===== config.mk =====
export PLATFORM = sky130hd
export DESIGN_NAME = vcp_cmd_parser
export DESIGN_NICKNAME = d
export VERILOG_FILES = /design/src/rtl/vcp_pkg.sv /design/src/rtl/vcp_hdr_dec.sv /design/src/rtl/vcp_slot_pick.sv /design/src/rtl/vcp_cmd_parser.sv
export SDC_FILE = /design/constraint.sdc
export NUM_CORES = 1
export LEC_CHECK = 0
export BUFFER_PORTS_ARGS = -buffer_cell sky130_fd_sc_hd__buf_2
export CAP_MARGIN = 25
export CORE_ASPECT_RATIO = 1.25
export CORE_MARGIN = 2
export CORE_UTILIZATION = 50
export DETAILED_ROUTE_END_ITERATION = 12
export PLACE_DENSITY = 0.77
export SYNTH_ARGS = -nofsm -noshare
export SYNTH_HDL_FRONTEND = slang
export SYNTH_HIERARCHICAL = 1
export SYNTH_SLANG_ARGS = --single-unit

===== constraint.sdc =====
create_clock -name clk -period 4 [get_ports clk]
set_clock_uncertainty 0.15 [all_clocks]
set_input_delay 1 -clock clk [delete_from_list [all_inputs] [get_ports clk]]
set_output_delay 1 -clock clk [all_outputs]
set_load 0.01 [all_outputs]

===== src/rtl/vcp_pkg.sv =====
package vcp_pkg;
  localparam int TYPE_W = 3;
  localparam logic [TYPE_W-1:0] T_PTR = 3'd0;
  localparam logic [TYPE_W-1:0] T_VTX = 3'd2;
  localparam logic [TYPE_W-1:0] T_IDX = 3'd3;
  localparam logic [TYPE_W-1:0] T_END = 3'd6;

  typedef enum logic [2:0] {
    ST_HDR,
    ST_PAY,
    ST_PAD,
    ST_OUT,
    ST_DONE
  } parse_st_e;
endpackage


===== src/rtl/vcp_hdr_dec.sv =====
module vcp_hdr_dec
  import vcp_pkg::*;
#(
  parameter int NF = 5
) (
  input  logic [TYPE_W-1:0] btype,
  input  logic [NF-1:0]     flags,
  output logic              known,
  output logic              is_end,
  output logic [NF-1:0]     mask,
  output logic              pad
);
  always_comb begin
    known  = 1'b1;
    is_end = 1'b0;
    mask   = '0;
    pad    = 1'b0;
    unique case (btype)
      T_PTR: begin
        mask = NF'(2'b11);
        pad  = 1'b1;
      end
      T_VTX, T_IDX: begin
        mask = flags;
        pad  = ($countones(flags) % 2) == 0;
      end
      T_END: is_end = 1'b1;
      default: begin
        known = 1'b0;
        pad   = 1'b1;
      end
    endcase
  end
endmodule


===== src/rtl/vcp_slot_pick.sv =====
module vcp_slot_pick #(
  parameter int NF = 5,
  localparam int SW = (NF > 1) ? $clog2(NF) : 1
) (
  input  logic [NF-1:0] rem,
  output logic [SW-1:0] idx,
  output logic [NF-1:0] onehot
);
  always_comb begin
    idx = '0;
    for (int i = NF - 1; i >= 0; i--) begin
      if (rem[i]) idx = SW'(i);
    end
    onehot = NF'(1) << idx;
  end
endmodule


===== src/rtl/vcp_cmd_parser.sv =====
module vcp_cmd_parser
  import vcp_pkg::*;
#(
  parameter int DW     = 32,
  parameter int NF     = 5,
  parameter int PRIM_W = 4,
  parameter int AHI_W  = 8,
  parameter int SIZE_W = 24
) (
  input  logic              clk,
  input  logic              rst,
  input  logic              in_valid,
  output logic              in_ready,
  input  logic [DW-1:0]     in_data,
  output logic              rec_valid,
  input  logic              rec_ready,
  output logic [TYPE_W-1:0] rec_type,
  output logic              rec_unknown,
  output logic [NF-1:0]     rec_present,
  output logic [NF*DW-1:0]  rec_fields,
  output logic [PRIM_W-1:0] rec_prim,
  output logic              rec_restart_en,
  output logic [1:0]        rec_idx_log,
  output logic [2:0]        rec_idx_bytes,
  output logic [AHI_W-1:0]  rec_addr_hi,
  output logic              done
);
  localparam int SW       = (NF > 1) ? $clog2(NF) : 1;
  localparam int LOG_LSB  = NF;
  localparam int RST_BIT  = NF + 2;
  localparam int PRIM_LSB = NF + 3;
  localparam int AHI_LSB  = PRIM_LSB + PRIM_W;

  parse_st_e       state;
  logic [NF-1:0]   rem;
  logic            pad_q;
  logic            term_q;
  logic [DW-1:0]   fld [NF];

  logic            d_known, d_end, d_pad;
  logic [NF-1:0]   d_mask;
  logic [SW-1:0]   pk_idx;
  logic [NF-1:0]   pk_oh;
  logic [NF-1:0]   rem_nxt;
  logic            fire;

  vcp_hdr_dec #(.NF(NF)) u_dec (
    .btype (in_data[DW-1 -: TYPE_W]),
    .flags (in_data[NF-1:0]),
    .known (d_known),
    .is_end(d_end),
    .mask  (d_mask),
    .pad   (d_pad)
  );

  vcp_slot_pick #(.NF(NF)) u_pick (
    .rem   (rem),
    .idx   (pk_idx),
    .onehot(pk_oh)
  );

  assign in_ready  = (state == ST_HDR) || (state == ST_PAY) || (state == ST_PAD);
  assign rec_valid = (state == ST_OUT);
  assign done      = (state == ST_DONE);
  assign fire      = in_valid && in_ready;
  assign rem_nxt   = rem & ~pk_oh;

  for (genvar g = 0; g < NF; g++) begin : g_pack
    assign rec_fields[g*DW +: DW] = fld[g];
  end

  always_ff @(posedge clk) begin
    if (rst) begin
      state <= ST_HDR;
      rem   <= '0;
      pad_q <= 1'b0;
      term_q <= 1'b0;
    end else begin
      unique case (state)
        ST_HDR: if (fire) begin
          rec_type       <= in_data[DW-1 -: TYPE_W];
          rec_unknown    <= !d_known;
          rec_present    <= '0;
          rec_prim       <= '0;
          rec_restart_en <= 1'b0;
          rec_idx_log    <= '0;
          rec_idx_bytes  <= '0;
          rec_addr_hi    <= '0;
          for (int i = 0; i < NF; i++) fld[i] <= '0;
          if (in_data[DW-1 -: TYPE_W] == T_IDX) begin
            rec_prim       <= in_data[PRIM_LSB +: PRIM_W];
            rec_restart_en <= in_data[RST_BIT];
            rec_idx_log    <= in_data[LOG_LSB +: 2];
            rec_addr_hi    <= in_data[AHI_LSB +: AHI_W];
            case (in_data[LOG_LSB +: 2])
              2'd0:    rec_idx_bytes <= 3'd1;
              2'd1:    rec_idx_bytes <= 3'd2;
              2'd2:    rec_idx_bytes <= 3'd4;
              default: rec_idx_bytes <= 3'd0;
            endcase
          end else if (in_data[DW-1 -: TYPE_W] == T_PTR) begin
            rec_addr_hi <= in_data[AHI_W-1:0];
          end
          rem    <= d_mask;
          pad_q  <= d_pad;
          term_q <= d_end;
          if (d_end)            state <= ST_OUT;
          else if (d_mask != '0) state <= ST_PAY;
          else if (d_pad)       state <= ST_PAD;
          else                  state <= ST_OUT;
        end
        ST_PAY: if (fire) begin
          if (rec_type == T_PTR && pk_idx == SW'(1))
            fld[pk_idx] <= DW'(in_data[SIZE_W-1:0]);
          else
            fld[pk_idx] <= in_data;
          rec_present <= rec_present | pk_oh;
          rem <= rem_nxt;
          if (rem_nxt == '0) state <= pad_q ? ST_PAD : ST_OUT;
        end
        ST_PAD: if (fire) state <= ST_OUT;
        ST_OUT: if (rec_ready) state <= term_q ? ST_DONE : ST_HDR;
        ST_DONE: state <= ST_DONE;
        default: state <= ST_HDR;
      endcase
    end
  end
endmodule


==> tab_implementation.tex <==
\begin{tabular}{lr}
\hline
Metric & Value \\
\hline
\multicolumn{2}{l}{\textbf{Setup path}} \\
\quad Most used cell along the critical path & inv\_1 \\
\quad Highest net fanout along the worst path & 15 \\
\quad Cell with the largest stage delay on the worst path & nor4b\_4 \\
\quad Critical path capture point type & flip-flop \\
\quad WP data arrival & 2.99 ns \\
\quad Count of buffering cells on the critical path with inverters included & 3 \\
\quad Crit path required time & 4.15 ns \\
\quad Longest individual stage delay on the worst path & 0.71 ns \\
\quad Startpoint type of the worst setup path & flip-flop \\
\quad CP cell instances & inv\_1 -> a21oi\_1 -> inv\_1 -> nor4b\_4 -> buf\_4 -> o31a\_2 -> and2\_2 \\
\quad Family of cells with the greatest summed delay on the critical path & simple AND/OR/NAND/NOR gates \\
\quad Critical path class & reg2reg \\
\multicolumn{2}{l}{\textbf{Layout}} \\
\quad Layout cells sized above 1 & 38.1\% \\
\quad Final layout net count & 799 \\
\quad Number of antenna cells inserted & 0 \\
\quad Area of all placed cells without fillers & 0.00984 mm² \\
\quad Footprint of the multi-input gates & 0.00193 mm² \\
\quad Fillers & 1,164 \\
\quad FF+latch area & 0.00582 mm² \\
\quad Area added between synthesis and finish & 24.6\% \\
\quad Post-layout utilization of the core & 63.5\% \\
\multicolumn{2}{l}{\textbf{Power}} \\
\quad Total power per unit cell area & 459 mW/mm² \\
\quad Worst supply voltage drop on vdd & 0.247 mV \\
\quad Cell leakage power & 4.22 nW \\
\multicolumn{2}{l}{\textbf{Logic synthesis}} \\
\quad Most area-consuming cells after synthesis & edfxtp\_1, and2\_1, and3\_1, dfxtp\_1, nor2\_1 \\
\quad Avg Cell Area, Syn & 14.8 µm² \\
\quad Cell count after synthesis & 533 \\
\quad Number of nets in the synthesized netlist & 569 \\
\quad Part of the Yosys area used for sequential elements & 73.6\% \\
\quad Post-synth top area share & 71.1\% \\
\quad Cell area after synthesis & 0.00790 mm² \\
\quad Synth unique cells & 41 \\
\quad Commonest cells in the netlist & edfxtp\_1, and2\_1, nor2\_1 \\
\quad Number of storage elements in the synthesis netlist & 197 \\
\quad Library cell with the highest instance count after synthesis & edfxtp\_1 \\
\quad Yosys warnings & 6 \\
\quad Area leader, netlist & edfxtp\_1 \\
\quad Top FF cell, synth & edfxtp\_1 \\
\quad EDFF count, synth & 187 \\
\quad Async set-reset flop share out of synthesis & 0\% \\
\multicolumn{2}{l}{\textbf{Timing}} \\
\quad \# setup viols final & 0 \\
\quad Minimum period implied by the final worst setup slack & 2.85 ns \\
\quad Top achievable clock speed & 0.351 GHz \\
\quad Final period util & 71.2\% \\
\quad Number of slew-limit violations in the final report & 0 \\
\quad Setup repair after global routing missed its margin & no \\
\quad Max-Slew Margin vs Limit & 36.6\% \\
\quad Final hold violation count & 0 \\
\quad Worst-Margin Slew & 0.951 ns \\
\quad Setup TNS after final layout & 0 ns \\
\multicolumn{2}{l}{\textbf{Drt}} \\
\quad Vias per cell & 5.20 \\
\quad Remaining antenna violation count after routing & 0 \\
\quad Residual DRC & 0 \\
\quad Violation count after the first detailed-routing iteration & 424 \\
\quad Total via count in the routed design & 5,134 \\
\quad Number of iterations in the first detailed-routing pass & 5 \\
\quad Final routed wirelength across all metal layers & 19,400 µm \\
\quad Routed length per instance & 19.6 µm \\
\multicolumn{2}{l}{\textbf{Run status}} \\
\quad Result of the run & complete, no violations \\
\multicolumn{2}{l}{\textbf{Die}} \\
\quad Core footprint & 0.0155 mm² \\
\quad Initial core utilization & 50.9\% \\
\quad Floorplan die height & 145 µm \\
\quad Die area & 0.0168 mm² \\
\quad Count of pins on the block boundary & 226 \\
\quad Die Width & 116 µm \\
\quad Placement row count & 51 \\
\multicolumn{2}{l}{\textbf{Hold path}} \\
\quad Worst min path class & reg2reg \\
\multicolumn{2}{l}{\textbf{GRT}} \\
\quad Tot GR Track Use & 23.3\% \\
\quad Largest net degree at the start of global routing & 35 \\
\quad Initial antenna violation count & 0 \\
\quad Via count of the first global-routing pass & 5,051 \\
\quad Global-route wire length before repair & 28,300 µm \\
\quad Global route total overflow & 0 \\
\multicolumn{2}{l}{\textbf{Clock tree}} \\
\quad Maximum clock path buffer count & 2 \\
\quad Latest clock arrival within the worst-skew pair & 0.42 ns \\
\quad Post-CTS Repair Setup Buffers & 0 \\
\quad Number of gates given a new drive strength after cts & 0 \\
\quad Clock tree root driver cell & clkbuf\_16 \\
\quad Clock sink count & 197 \\
\quad CTS Buf Count & 17 \\
\quad Hold buffers post-CTS & 0 \\
\quad Clock-pin slew of the registers on the worst-case setup and hold paths & 0.07 ns \\
\quad H-tree level count & 4 \\
\quad CTS tree & built \\
\multicolumn{2}{l}{\textbf{Job}} \\
\quad Maxcap violations & 0 \\
\multicolumn{2}{l}{\textbf{Placement}} \\
\quad Count of buffers inserted at the top-level ports & 225 \\
\quad Total placed instance area & 0.00925 mm² \\
\quad Global placer's final weighted congestion & 0.814 \\
\quad Post-DP HPWL & 13,600 µm \\
\hline
\end{tabular}
state kept, by name (all words and copies together), names as in the netlist:
name / count
fld: 160
pad_q: 1
rec_addr_hi: 8
rec_idx_bytes: 3
rec_idx_log: 2
rec_present: 5
rec_prim: 4
rec_restart_en: 1
rec_type: 3
rec_unknown: 1
rem: 5
state: 3
term_q: 1
area by class of cell:
type,instances,share of cell area [%]
tap,212,2.69
timing repair buffer,236,12.3
clock buffer,17,4.32
inverter,9,0.343
multi-input combinational,302,19.6
clock inverter,15,1.70
sequential,197,59.1
power by group:
group	total [W]	internal, W	switching [W]
logic	0.000399	0.000129	0.000270
registers	0.00241	0.00237	0.0000396
clock network	0.00171	0.000939	0.000772
total	0.00452	0.00343	0.00108
layer usage:
| metal | GRT usage [%] | up-vias | wire length, µm | share of wire, % |
|---|---|---|---|---|
| li1 | - | 2364 | - | - |
| met5 | 0 | - | 0 | 0 |
| met2 | 40.2 | 233 | 10300 | 53 |
| met1 | 28.1 | 2499 | 7300 | 38 |
| met3 | 4.86 | 38 | 1210 | 6.2 |
| met4 | 10.2 | 0 | 546 | 2.8 |
cell usage in the layout, fill, tap and decap left out, drive strengths merged, types with 2 or more instances in the layout:
cell	n
nor2b	11
a22oi	8
clkinvlp	2
o21ai	5
bufinv	2
nand2	11
clkbuf	17
buf	236
nor2	38
nor3	6
and2	141
inv	16
dfxtp	10
mux2i	2
a21oi	12
nor4b	2
nand2b	6
or2	2
clkinv	4
nor4	4
edfxtp	187
a31oi	2
a21o	5
and3	34
o31a	2
logic make-up after synthesis:
kind of cell	synth area share, %
xor+xnor	0.602
mux	0.253
flops	73.6
simple gates	20.3
buf+inv	2.06
compound gates	3.17
worst reg2reg max path: stages (launching register included):
cell	delay, ns
dfxtp_1	0.45
inv_1	0.09
a21oi_1	0.43
inv_1	0.21
nor4b_4	0.71
buf_4	0.30
o31a_2	0.23
and2_2	0.16
per-stage QoR:
| step | worst slack [ns] | hold WS [ns] | instances | power (W) |
|---|---|---|---|---|
| final | 1.15 | 0.377 | 988 | 0.00452 |
| after global routing | 0.883 | 0.405 | 988 | 0.00465 |
| after CTS | 1.13 | 0.375 | 988 | 0.00454 |
| after detailed placement | 0.876 | 0.357 | 956 | 0.00285 |
| after global placement | 0.946 | 0.334 | 956 | 0.00284 |
| after floorplan | 0.875 | 0.311 | 533 | 0.00265 |
worst paths after layout:
check / from / endpoint / slack, ns / cells after the start
worst max-delay path: rem[1]$_SDFFE_PP0P_ / fld[1][25]$_SDFFCE_PN0P_ / 1.15 / 7
worst min register to register: rem[3]$_SDFFE_PP0P_ / rem[3]$_SDFFE_PP0P_ / 0.38 / 2
worst max register to register: rem[1]$_SDFFE_PP0P_ / fld[1][25]$_SDFFCE_PN0P_ / 1.15 / 7
worst min-delay path: rem[3]$_SDFFE_PP0P_ / rem[3]$_SDFFE_PP0P_ / 0.38 / 2
Power figures use the tool's default switching activity.
